## config.mk

```make
export PLATFORM = sky130hd
export DESIGN_NAME = dbg_bpwp_qualifier
export DESIGN_NICKNAME = d
export VERILOG_FILES = /design/src/rtl/dbgq_pkg.sv /design/src/rtl/dbgq_link_eval.sv /design/src/rtl/dbgq_entry_filter.sv /design/src/rtl/dbgq_control.sv /design/src/rtl/dbgq_datapath.sv /design/src/rtl/dbg_bpwp_qualifier.sv
export SDC_FILE = /design/constraint.sdc
export NUM_CORES = 1
export LEC_CHECK = 0
export ABC_AREA = 1
export BUFFER_PORTS_ARGS = -buffer_cell sky130_fd_sc_hd__buf_4
export CORE_AREA = 2 2 142 144
export CTS_BUF_LIST = sky130_fd_sc_hd__clkbuf_16
export DETAILED_ROUTE_END_ITERATION = 16
export DIE_AREA = 0 0 144 146
export MAX_ROUTING_LAYER = met4
export PLACE_DENSITY = 0.43
export SYNTH_ARGS = -nofsm -noshare
export SYNTH_HDL_FRONTEND = slang
export SYNTH_SLANG_ARGS = --single-unit
```

## constraint.sdc

```tcl
create_clock -name clk -period 1.65 [get_ports clk]
set_input_delay 0.33 -clock clk [delete_from_list [all_inputs] [get_ports clk]]
set_output_delay 0.33 -clock clk [all_outputs]
set_load 0.05 [all_outputs]
```

## src/rtl/dbgq_pkg.sv

```systemverilog
package dbgq_pkg;

  localparam int unsigned CTL_W       = 32;
  localparam int unsigned ENA_BIT     = 0;
  localparam int unsigned PRIV_LO     = 1;
  localparam int unsigned HMODE_BIT   = 13;
  localparam int unsigned SEC_LO      = 14;
  localparam int unsigned LNUM_LO     = 16;
  localparam int unsigned LNUM_W      = 4;
  localparam int unsigned LINK_EN_BIT = 20;
  localparam int unsigned TYPE_LO     = 20;
  localparam logic [3:0]  CTXID_TYPE  = 4'd3;

  // strobes from control to datapath
  typedef struct packed {
    logic capture;  // load the output registers this edge
    logic armed;    // events may be reported
  } dbgq_strobe_t;

  function automatic logic secPass(input logic [1:0] sel, input logic secure);
    logic ok;
    unique case (sel)
      2'd0:    ok = 1'b1;
      2'd2:    ok = secure;
      default: ok = !secure;
    endcase
    return ok;
  endfunction

  function automatic logic lvlPass(input logic [1:0] lvl, input logic [1:0] priv,
                                   input logic hmode);
    logic ok;
    unique case (lvl)
      2'd0:    ok = priv[1];
      2'd1:    ok = priv[0];
      default: ok = hmode;
    endcase
    return ok;
  endfunction

endpackage

```

## src/rtl/dbgq_link_eval.sv

```systemverilog
module dbgq_link_eval
  import dbgq_pkg::*;
#(
  parameter int NUM_BP  = 4,
  parameter int NUM_CTX = 2
) (
  input  logic [CTL_W*NUM_BP-1:0] bpCtrl,
  input  logic [CTL_W*NUM_BP-1:0] bpValue,
  input  logic [1:0]              excLevel,
  input  logic [31:0]             contextId,
  output logic [(1<<LNUM_W)-1:0]  linkOk
);

  localparam int NUM_LINK = 1 << LNUM_W;
  localparam int CTX_BASE = NUM_BP - NUM_CTX;

  logic lowLevel;
  assign lowLevel = (excLevel <= 2'd1);

  for (genvar n = 0; n < NUM_LINK; n++) begin : g_link
    if (n >= CTX_BASE && n < NUM_BP) begin : g_ctx
      logic [CTL_W-1:0] tgtCtrl;
      logic [31:0]      tgtValue;
      logic             enaOk;
      logic             typeOk;
      logic             valOk;
      assign tgtCtrl  = bpCtrl[n*CTL_W +: CTL_W];
      assign tgtValue = bpValue[n*CTL_W +: 32];
      assign enaOk    = tgtCtrl[ENA_BIT];
      assign typeOk   = (tgtCtrl[TYPE_LO +: 4] == CTXID_TYPE);
      assign valOk    = (tgtValue == contextId);
      assign linkOk[n] = enaOk && typeOk && lowLevel && valOk;
    end else begin : g_none
      assign linkOk[n] = 1'b0;
    end
  end

endmodule

```

## src/rtl/dbgq_entry_filter.sv

```systemverilog
module dbgq_entry_filter
  import dbgq_pkg::*;
#(
  parameter bit IS_WP = 1'b0
) (
  input  logic                   rawHit,
  input  logic [CTL_W-1:0]       ctrl,
  input  logic [1:0]             excLevel,
  input  logic                   secureState,
  input  logic                   unprivAccess,
  input  logic [(1<<LNUM_W)-1:0] linkOk,
  output logic                   qualified
);

  logic [1:0]        effLevel;
  logic              secOk;
  logic              levelOk;
  logic              linkPass;
  logic [LNUM_W-1:0] linkNum;

  if (IS_WP) begin : g_wp
    assign effLevel = unprivAccess ? 2'd0 : excLevel;
  end else begin : g_bp
    logic unusedUnpriv;
    assign unusedUnpriv = unprivAccess;
    assign effLevel     = excLevel;
  end

  assign linkNum  = ctrl[LNUM_LO +: LNUM_W];
  assign secOk    = secPass(ctrl[SEC_LO +: 2], secureState);
  assign levelOk  = lvlPass(effLevel, ctrl[PRIV_LO +: 2], ctrl[HMODE_BIT]);
  assign linkPass = !ctrl[LINK_EN_BIT] || linkOk[linkNum];

  assign qualified = rawHit && secOk && levelOk && linkPass;

endmodule

```

## src/rtl/dbgq_control.sv

```systemverilog
module dbgq_control
  import dbgq_pkg::*;
(
  input  logic         sampleStb,
  input  logic         monitorEn,
  input  logic         debugExcEn,
  output dbgq_strobe_t strobes
);

  always_comb begin
    strobes.capture = sampleStb;
    strobes.armed   = monitorEn && debugExcEn;
  end

endmodule

```

## src/rtl/dbgq_datapath.sv

```systemverilog
module dbgq_datapath
  import dbgq_pkg::*;
#(
  parameter int NUM_BP  = 4,
  parameter int NUM_WP  = 2,
  parameter int NUM_CTX = 2,
  parameter int IDX_W   = 2
) (
  input  logic                    clk,
  input  logic                    rstN,
  input  dbgq_strobe_t            strobes,
  input  logic [NUM_BP-1:0]       bpHit,
  input  logic [NUM_WP-1:0]       wpHit,
  input  logic [CTL_W*NUM_BP-1:0] bpCtrl,
  input  logic [CTL_W*NUM_BP-1:0] bpValue,
  input  logic [CTL_W*NUM_WP-1:0] wpCtrl,
  input  logic [1:0]              excLevel,
  input  logic                    secureState,
  input  logic                    unprivAccess,
  input  logic [31:0]             contextId,
  output logic                    bpEvent,
  output logic                    wpEvent,
  output logic [IDX_W-1:0]        hitIdx
);

  logic [(1<<LNUM_W)-1:0] linkOk;
  logic [NUM_BP-1:0]      bpQual;
  logic [NUM_WP-1:0]      wpQual;

  dbgq_link_eval #(.NUM_BP(NUM_BP), .NUM_CTX(NUM_CTX)) u_link (
    .bpCtrl    (bpCtrl),
    .bpValue   (bpValue),
    .excLevel  (excLevel),
    .contextId (contextId),
    .linkOk    (linkOk)
  );

  for (genvar i = 0; i < NUM_BP; i++) begin : g_bp
    dbgq_entry_filter #(.IS_WP(1'b0)) u_filt (
      .rawHit       (bpHit[i]),
      .ctrl         (bpCtrl[i*CTL_W +: CTL_W]),
      .excLevel     (excLevel),
      .secureState  (secureState),
      .unprivAccess (unprivAccess),
      .linkOk       (linkOk),
      .qualified    (bpQual[i])
    );
  end

  for (genvar i = 0; i < NUM_WP; i++) begin : g_wp
    dbgq_entry_filter #(.IS_WP(1'b1)) u_filt (
      .rawHit       (wpHit[i]),
      .ctrl         (wpCtrl[i*CTL_W +: CTL_W]),
      .excLevel     (excLevel),
      .secureState  (secureState),
      .unprivAccess (unprivAccess),
      .linkOk       (linkOk),
      .qualified    (wpQual[i])
    );
  end

  // lowest index wins: scan downward so the last write is the lowest
  logic [IDX_W-1:0] bpIdxC;
  logic [IDX_W-1:0] wpIdxC;
  always_comb begin
    bpIdxC = '0;
    for (int i = NUM_BP - 1; i >= 0; i--) begin
      if (bpQual[i]) bpIdxC = IDX_W'(i);
    end
  end
  always_comb begin
    wpIdxC = '0;
    for (int i = NUM_WP - 1; i >= 0; i--) begin
      if (wpQual[i]) wpIdxC = IDX_W'(i);
    end
  end

  logic             bpAny;
  logic             wpAny;
  logic [IDX_W-1:0] nextIdx;
  assign bpAny   = |bpQual;
  assign wpAny   = |wpQual;
  assign nextIdx = bpAny ? bpIdxC : (wpAny ? wpIdxC : '0);

  always_ff @(posedge clk or negedge rstN) begin
    if (!rstN) begin
      bpEvent <= 1'b0;
      wpEvent <= 1'b0;
      hitIdx  <= '0;
    end else if (strobes.capture) begin
      bpEvent <= strobes.armed && bpAny;
      wpEvent <= strobes.armed && wpAny;
      hitIdx  <= strobes.armed ? nextIdx : '0;
    end
  end

endmodule

```

## src/rtl/dbg_bpwp_qualifier.sv

```systemverilog
module dbg_bpwp_qualifier
  import dbgq_pkg::*;
#(
  parameter int NUM_BP  = 4,
  parameter int NUM_WP  = 2,
  parameter int NUM_CTX = 2,
  localparam int MAX_N  = (NUM_BP > NUM_WP) ? NUM_BP : NUM_WP,
  localparam int IDX_W  = (MAX_N > 1) ? $clog2(MAX_N) : 1
) (
  input  logic                    clk,
  input  logic                    rstN,
  input  logic                    sampleStb,
  input  logic [NUM_BP-1:0]       bpHit,
  input  logic [NUM_WP-1:0]       wpHit,
  input  logic [32*NUM_BP-1:0]    bpCtrl,
  input  logic [32*NUM_BP-1:0]    bpValue,
  input  logic [32*NUM_WP-1:0]    wpCtrl,
  input  logic [1:0]              excLevel,
  input  logic                    secureState,
  input  logic                    unprivAccess,
  input  logic [31:0]             contextId,
  input  logic                    monitorEn,
  input  logic                    debugExcEn,
  output logic                    bpEvent,
  output logic                    wpEvent,
  output logic [IDX_W-1:0]        hitIdx
);

  dbgq_strobe_t strobes;

  dbgq_control u_ctrl (
    .sampleStb  (sampleStb),
    .monitorEn  (monitorEn),
    .debugExcEn (debugExcEn),
    .strobes    (strobes)
  );

  dbgq_datapath #(
    .NUM_BP(NUM_BP), .NUM_WP(NUM_WP), .NUM_CTX(NUM_CTX), .IDX_W(IDX_W)
  ) u_dp (
    .clk          (clk),
    .rstN         (rstN),
    .strobes      (strobes),
    .bpHit        (bpHit),
    .wpHit        (wpHit),
    .bpCtrl       (bpCtrl),
    .bpValue      (bpValue),
    .wpCtrl       (wpCtrl),
    .excLevel     (excLevel),
    .secureState  (secureState),
    .unprivAccess (unprivAccess),
    .contextId    (contextId),
    .bpEvent      (bpEvent),
    .wpEvent      (wpEvent),
    .hitIdx       (hitIdx)
  );

endmodule

```

==> impl_metrics.ini, run 1 <==
[run_status]
status = finished, violations left
violations = negative setup slack

[logic_synthesis]
synth_xor_xnor_area_share = 0.117
yosysUniqueCellTypes = 25
muxShareOfSynthArea = 0
synth_top_area_cell = nand2_1
syn_inst = 379
synth_top_family_by_area = simple AND/OR/NAND/NOR gates
synth_top_area_frac = 0.323
synth-async-reset-ratio = 1.00
synth-compound-area-share = 0.0720
synth_fa_ha_area_frac = 0
synthSimpleGateAreaFrac = 0.580
synth_flop_cell = dfrtp_1
syn-cell-area_um2 = 1790
seq_area_frac_synth = 0.0559
synth-edff-count = 0
synth_seq_cells = 4
yosys_warnings = 0
synth_area_leaders = nand2_1 32%, inv_1 16%, xnor2_1 8.8%
syn_nets = 746
synth_area_per_cell_um2 = 4.72

[critical_path]
path_max_fanout = 6
critPathKind = input port to register
rr_worst_depth = 2
worst_setup_path_end_kind = register
rrSetupSlack_ps = 1030
reg2reg_to = u_dp.bpEvent$_DFFE_PN0P_
critPathLaunchType = input port
timing.critical_path.from = contextId[15]
worstPathArrival_ps = 1820
endpoint = u_dp.hitIdx[0]$_DFFE_PN0P_
cp_data_required_time_ps = 1760
r2r_start = u_dp.bpEvent$_DFFE_PN0P_

[routing]
drtIter0Drc = 55
vias = 2781
totalWireLength_um = 9880
routed-wl-met3_um = 839
wl_per_cell_um = 11.7
drt-met1-wl_um = 5050
viasPerCell = 3.29
met2_length_um = 3870
dr.max_layer_used = met4
drt-pass1-iter-count = 4
postRouteAntennaNets = 0
drc = 0

[cts]
root_buffer = clkbuf_16
cts_buffers = 3
ctsHtreeMaxLevel = 1
clock_latency_ps = 220
cts_tree = built
cts.sinks = 4
clk_pin_slew_ps = 30
clockBufferDepth = 2

[die]
die_width_um = 144
io_pins = 371
die_area_um2 = 21000
core_um2 = 19300
start_util = 0.0925
die-height_um = 146
rows = 51

[placed_design]
place_inst = 839
detailedPlace.worstSlack_ps = -571
dpl.hpwl_um = 9260
placedInstanceArea_um2 = 3580
gp_congestion = 0.802
port_buffers = 182

[global_routing]
antenna_found_initial = 0
track_usage = 0.0915
overflow = 0
grt_max_degree = 12
grt_pass1_vias = 2704
grt_pass1_wl_um = 14300

[pwr]
seq_power_share = 0.082
switching_share = 0.319
leakage_nw = 2.15
internal-power_uw = 869
peakVddDrop_v = 0.000177
combPwrFrac = 0.626
power.total_mw = 1.28
powerDensity_nw_per_um2 = 329
clockPowerShare = 0.292
p_switching_uw = 407

[flow_run]
maxCapViolCount = 0

[timing]
finalWorstSetupSlack_ps = -61.4
slew_headroom = 0.721
fin_crit_sh = 1.04
timing.fmax_mhz = 584
hold_viol = 0
setup_tns_ps = -96.7
tightest_slew_ps = 417
finalClockSkew_ps = 0
setup_viol = 2
min_period_ps = 1710
rsz0062_at_grt = yes
report.final.slew_viol_count = 0
fin_hold_ws_ps = 417

[final_layout]
final_util = 0.200
finalInstanceArea_um2 = 3870
n_antenna_cell = 0
drive_gt1_frac = 0.433
nets = 949
synthToLayoutAreaGrowth_pct = 117
num-fill-cells = 2276
fin_cells = 845

[hold_path]
hold_class = input port to register
==> cells by family after synthesis <==
logic type                after synthesis
and+or+nand+nor                       246
AOI/OAI and AO/OA                      24
xor gates and xnor gates               24
DFF                                     4
buffers and inverters                  81
==> flip-flops by register name, indices dropped and copies added, names as in the netlist <==
name,count
u_dp.bpEvent,1
u_dp.hitIdx,2
u_dp.wpEvent,1
==> worst min-delay path by stage <==
| stage | startpoint | to | cells past startpoint |
|---|---|---|---|
| after floorplan | rstN | u_dp.bpEvent$_DFFE_PN0P_ | 0 |
| after global placement | rstN | u_dp.hitIdx[1]$_DFFE_PN0P_ | 1 |
| after detailed placement | rstN | u_dp.hitIdx[1]$_DFFE_PN0P_ | 1 |
| after CTS | sampleStb | u_dp.wpEvent$_DFFE_PN0P_ | 4 |
| after global routing | sampleStb | u_dp.wpEvent$_DFFE_PN0P_ | 4 |
| final | sampleStb | u_dp.hitIdx[0]$_DFFE_PN0P_ | 4 |
==> worst max-delay path: stages <==
cell	delay, ps
buf_4	90
inv_1	60
nand2_1	60
nand2_1	60
inv_2	90
nand2_2	70
nor2_4	120
nand2_2	70
nor2_4	120
nand3_4	130
nand2_1	80
nand3_1	60
nand2_1	70
nand2_1	60
nand2_1	90
nor2_2	50
nand2_1	50
nand2_1	50
nand2_1	50
nand2_1	50
==> Yosys cell counts (all sizes together), types with 4 or more instances <==
cell	count
a21oi	7
dfrtp	4
inv	79
nand2	157
nand3	26
nand4	5
nor2	43
nor3b	8
o21ai	14
or2	4
xnor2	18
xor2	6
==> power groups by stage <==
stage / Combinational [mW] / Sequential (mW) / Clock, mW
after global placement: 0.745 / 0.106 / 0
after floorplan: 0.264 / 0.119 / 0
after detailed placement: 0.748 / 0.106 / 0
after global routing: 0.892 / 0.105 / 0.393
final: 0.799 / 0.105 / 0.372
after CTS: 0.774 / 0.105 / 0.379
==> placed cells by master (no fill, tap or decap), drive strengths merged, types with 5 or more instances in the layout <==
cell,count
a21oi,7
buf,199
inv,79
nand2,157
nand3,26
nand4,5
nor2,43
nor3b,8
o21ai,14
xnor2,18
xor2,6
==> repair_timing <==
action,CTS,global route
resized for setup,26,33
setup buffers,0,2
hold buffers,1,0
endpoints found under the setup margin,4,4
pin swaps,16,17
hold endpoints to repair,4,0
==> layer usage <==
layer / global-route usage / up-vias
li1: - / 1533
met1: 0.132 / 1118
met2: 0.131 / 120
met3: 0.0178 / 10
met4: 0.0201 / 0
met5: - / -
==> cell type report <==
class / instances / area (um2) / share of cell area
repair buffers: 200 / 1530 / 0.395
clock buffers: 3 / 75.1 / 0.0194
well taps: 265 / 332 / 0.0856
inverters: 79 / 302 / 0.0778
flip-flops and latches: 4 / 100 / 0.0258
multi-input cells: 294 / 1540 / 0.396
Power figures use the tool's default switching activity.
==> run 2, diff against run 1 <==
--- a/config.mk
+++ b/config.mk
@@ -6,7 +6,7 @@
 export NUM_CORES = 1
 export LEC_CHECK = 0
 export ABC_AREA = 1
-export BUFFER_PORTS_ARGS = -buffer_cell sky130_fd_sc_hd__buf_4
+export BUFFER_PORTS_ARGS = -buffer_cell sky130_fd_sc_hd__buf_2
 export CORE_AREA = 2 2 142 144
 export CTS_BUF_LIST = sky130_fd_sc_hd__clkbuf_16
 export DETAILED_ROUTE_END_ITERATION = 16
==> run 2 against run 1 <==
Compared with the run above:
- the flow still finishes with violations (negative setup slack)
- critical path depth fell by 2
- worst hold slack improved by 3.1 ps
- die area unchanged
- sequential power is essentially flat
- count of clock-buffer cells in the layout unchanged
- cell count rose by 1.4%
- global-route usage decreased by 0.25 points
- critical path type unchanged
- critical endpoint unchanged
- largest cell class unchanged
==> impl_metrics.ini, run 2 (synthesis results as in run 1) <==
[routing]
drtIter0Drc = 90
drt-pass1-iter-count = 4
postRouteAntennaNets = 0
vias = 2841
drc = 0
totalWireLength_um = 9640
viasPerCell = 3.32
wl_per_cell_um = 11.2

[placed_design]
gp_congestion = 0.802
detailedPlace.worstSlack_ps = -536
port_buffers = 182
placedInstanceArea_um2 = 3180
dpl.hpwl_um = 8940

[pwr]
switching_share = 0.344
leakage_nw = 2.07
powerDensity_nw_per_um2 = 333
combPwrFrac = 0.599
peakVddDrop_v = 0.000199
power.total_mw = 1.19
clockPowerShare = 0.313
seq_power_share = 0.088
p_switching_uw = 410
internal-power_uw = 782

[critical_path]
cpPeakStageDelay_ps = 140
path_common_cell = nand2_1
path_max_fanout = 6
worstPathArrival_ps = 1820
critPathLaunchType = input port
worst_setup_path_end_kind = register
crit_family = simple AND/OR/NAND/NOR gates
r2r_start = u_dp.bpEvent$_DFFE_PN0P_
cp_data_required_time_ps = 1760
cp_cell_sequence = buf_8, buf_4, xnor2_2, nand2_1, nor2_2, nand2_1, nor2_2, nand2_2, nand2_2, nand3_2, nand2_1, nand2_1, nand2_2, nor2_2, nand2_1, nand2_1, nand2_1, nand2_1
critPathKind = input port to register
cp_slowest_cell = nor2_2
rrSetupSlack_ps = 1030
rr_worst_depth = 2
reg2reg_to = u_dp.bpEvent$_DFFE_PN0P_
timing.critical_path.from = contextId[20]
crit_buf_inv = 2

[timing]
finalClockSkew_ps = 0
hold_viol = 0
fin_crit_sh = 1.04
timing.fmax_mhz = 585
rsz0062_at_grt = yes
finalWorstSetupSlack_ps = -58.4
slew_headroom = 0.761
min_period_ps = 1710
setup_viol = 2
tightest_slew_ps = 357
report.final.slew_viol_count = 0

[die]
die_width_um = 144
die-height_um = 146
core_um2 = 19300
io_pins = 371
die_area_um2 = 21000
start_util = 0.0925
rows = 51

[final_layout]
top_regs = u_dp.hitIdx (2), u_dp.bpEvent (1), u_dp.wpEvent (1)
drive_gt1_frac = 0.468
top_register = u_dp.hitIdx
largest_reg_flops = 2
final_util = 0.185
finalInstanceArea_um2 = 3580
layout_commonest_cell = buf_2
synthToLayoutAreaGrowth_pct = 100
nets = 957
mostFrequentLayoutCells = 169 x buf_2, 134 x nand2_1, 67 x inv_1

[cts]
clockBufferDepth = 2
cts_tree = built
clock_latency_ps = 220
cts_buffers = 3
root_buffer = clkbuf_16
cts.sinks = 4
clk_pin_slew_ps = 30
ctsHtreeMaxLevel = 1

[global_routing]
track_usage = 0.0889
grt_max_degree = 12
grt_pass1_vias = 2697
grt_pass1_wl_um = 13900
overflow = 0
antenna_found_initial = 4

[hold_path]
hold_depth = 4
worstHoldStart = sampleStb
min_to = u_dp.wpEvent$_DFFE_PN0P_
hold_class = input port to register

[flow_run]
maxCapViolCount = 0

[run_status]
status = finished, violations left
violations = negative setup slack
## run 2: changes by cell type in the layout (fill, tap and decap cells not counted), sizes merged
cell and delta:
diode +4, buf +8
## run 2: cell type report
cell class | instances | area [um2]
fill | 2309 | 15800
multi-input combinational | 294 | 1560
timing repair buffer | 208 | 1210
tap | 265 | 332
inverter | 79 | 302
sequential | 4 | 100
clock buffer | 3 | 75.1
antenna | 4 | 10.0
## run 2: how the worst max path moves through the flow
| stage | end | slack (ps) | cells past startpoint |
|---|---|---|---|
| 2_1_floorplan | u_dp.hitIdx[0]$_DFFE_PN0P_ | 20 | 19 |
| 6_report | u_dp.hitIdx[0]$_DFFE_PN0P_ | -60 | 18 |
| 4_1_cts | u_dp.hitIdx[0]$_DFFE_PN0P_ | -120 | 19 |
| 3_5_place_dp | u_dp.hitIdx[0]$_DFFE_PN0P_ | -540 | 18 |
| 3_3_place_gp | u_dp.hitIdx[0]$_DFFE_PN0P_ | -610 | 18 |
| 5_1_grt | u_dp.hitIdx[0]$_DFFE_PN0P_ | -260 | 18 |
## run 2: tightest hold or removal path, cell delays in order
cell	delay, ps
buf_2	90
inv_1	70
nand2_1	60
nand2_1	40
## run 2: repair_timing
item | 4_1_cts | 5_1_grt
endpoints found under the hold margin | 4 | 0
resized for setup | 21 | 67
hold buffers | 1 | 0
pin swaps | 18 | 47
buffers inserted | 1 | 2
endpoints found under the setup margin | 4 | 4
## run 2: power groups by stage
stage | registers (mW) | clock network (mW) | logic, mW
final | 0.105 | 0.373 | 0.715
after CTS | 0.105 | 0.380 | 0.660
after global routing | 0.105 | 0.389 | 0.812
after floorplan | 0.119 | 0 | 0.264
after global placement | 0.105 | 0 | 0.638
after detailed placement | 0.106 | 0 | 0.639
## run 2: through the flow
| step | hold slack [ps] | cells | setup TNS, ps |
|---|---|---|---|
| after floorplan | 34.4 | 379 | 0 |
| after CTS | 419 | 851 | -255 |
| after detailed placement | 142 | 846 | -1910 |
| final | 420 | 857 | -89.9 |
| after global routing | 437 | 857 | -773 |
| after global placement | 139 | 846 | -2190 |
## run 2: routing by layer
| metal | GRT usage | share of wire |
|---|---|---|
| met2 | 0.128 | 0.40 |
| met5 | - | 0 |
| met3 | 0.0168 | 0.081 |
| met1 | 0.128 | 0.51 |
| met4 | 0.0201 | 0.0073 |
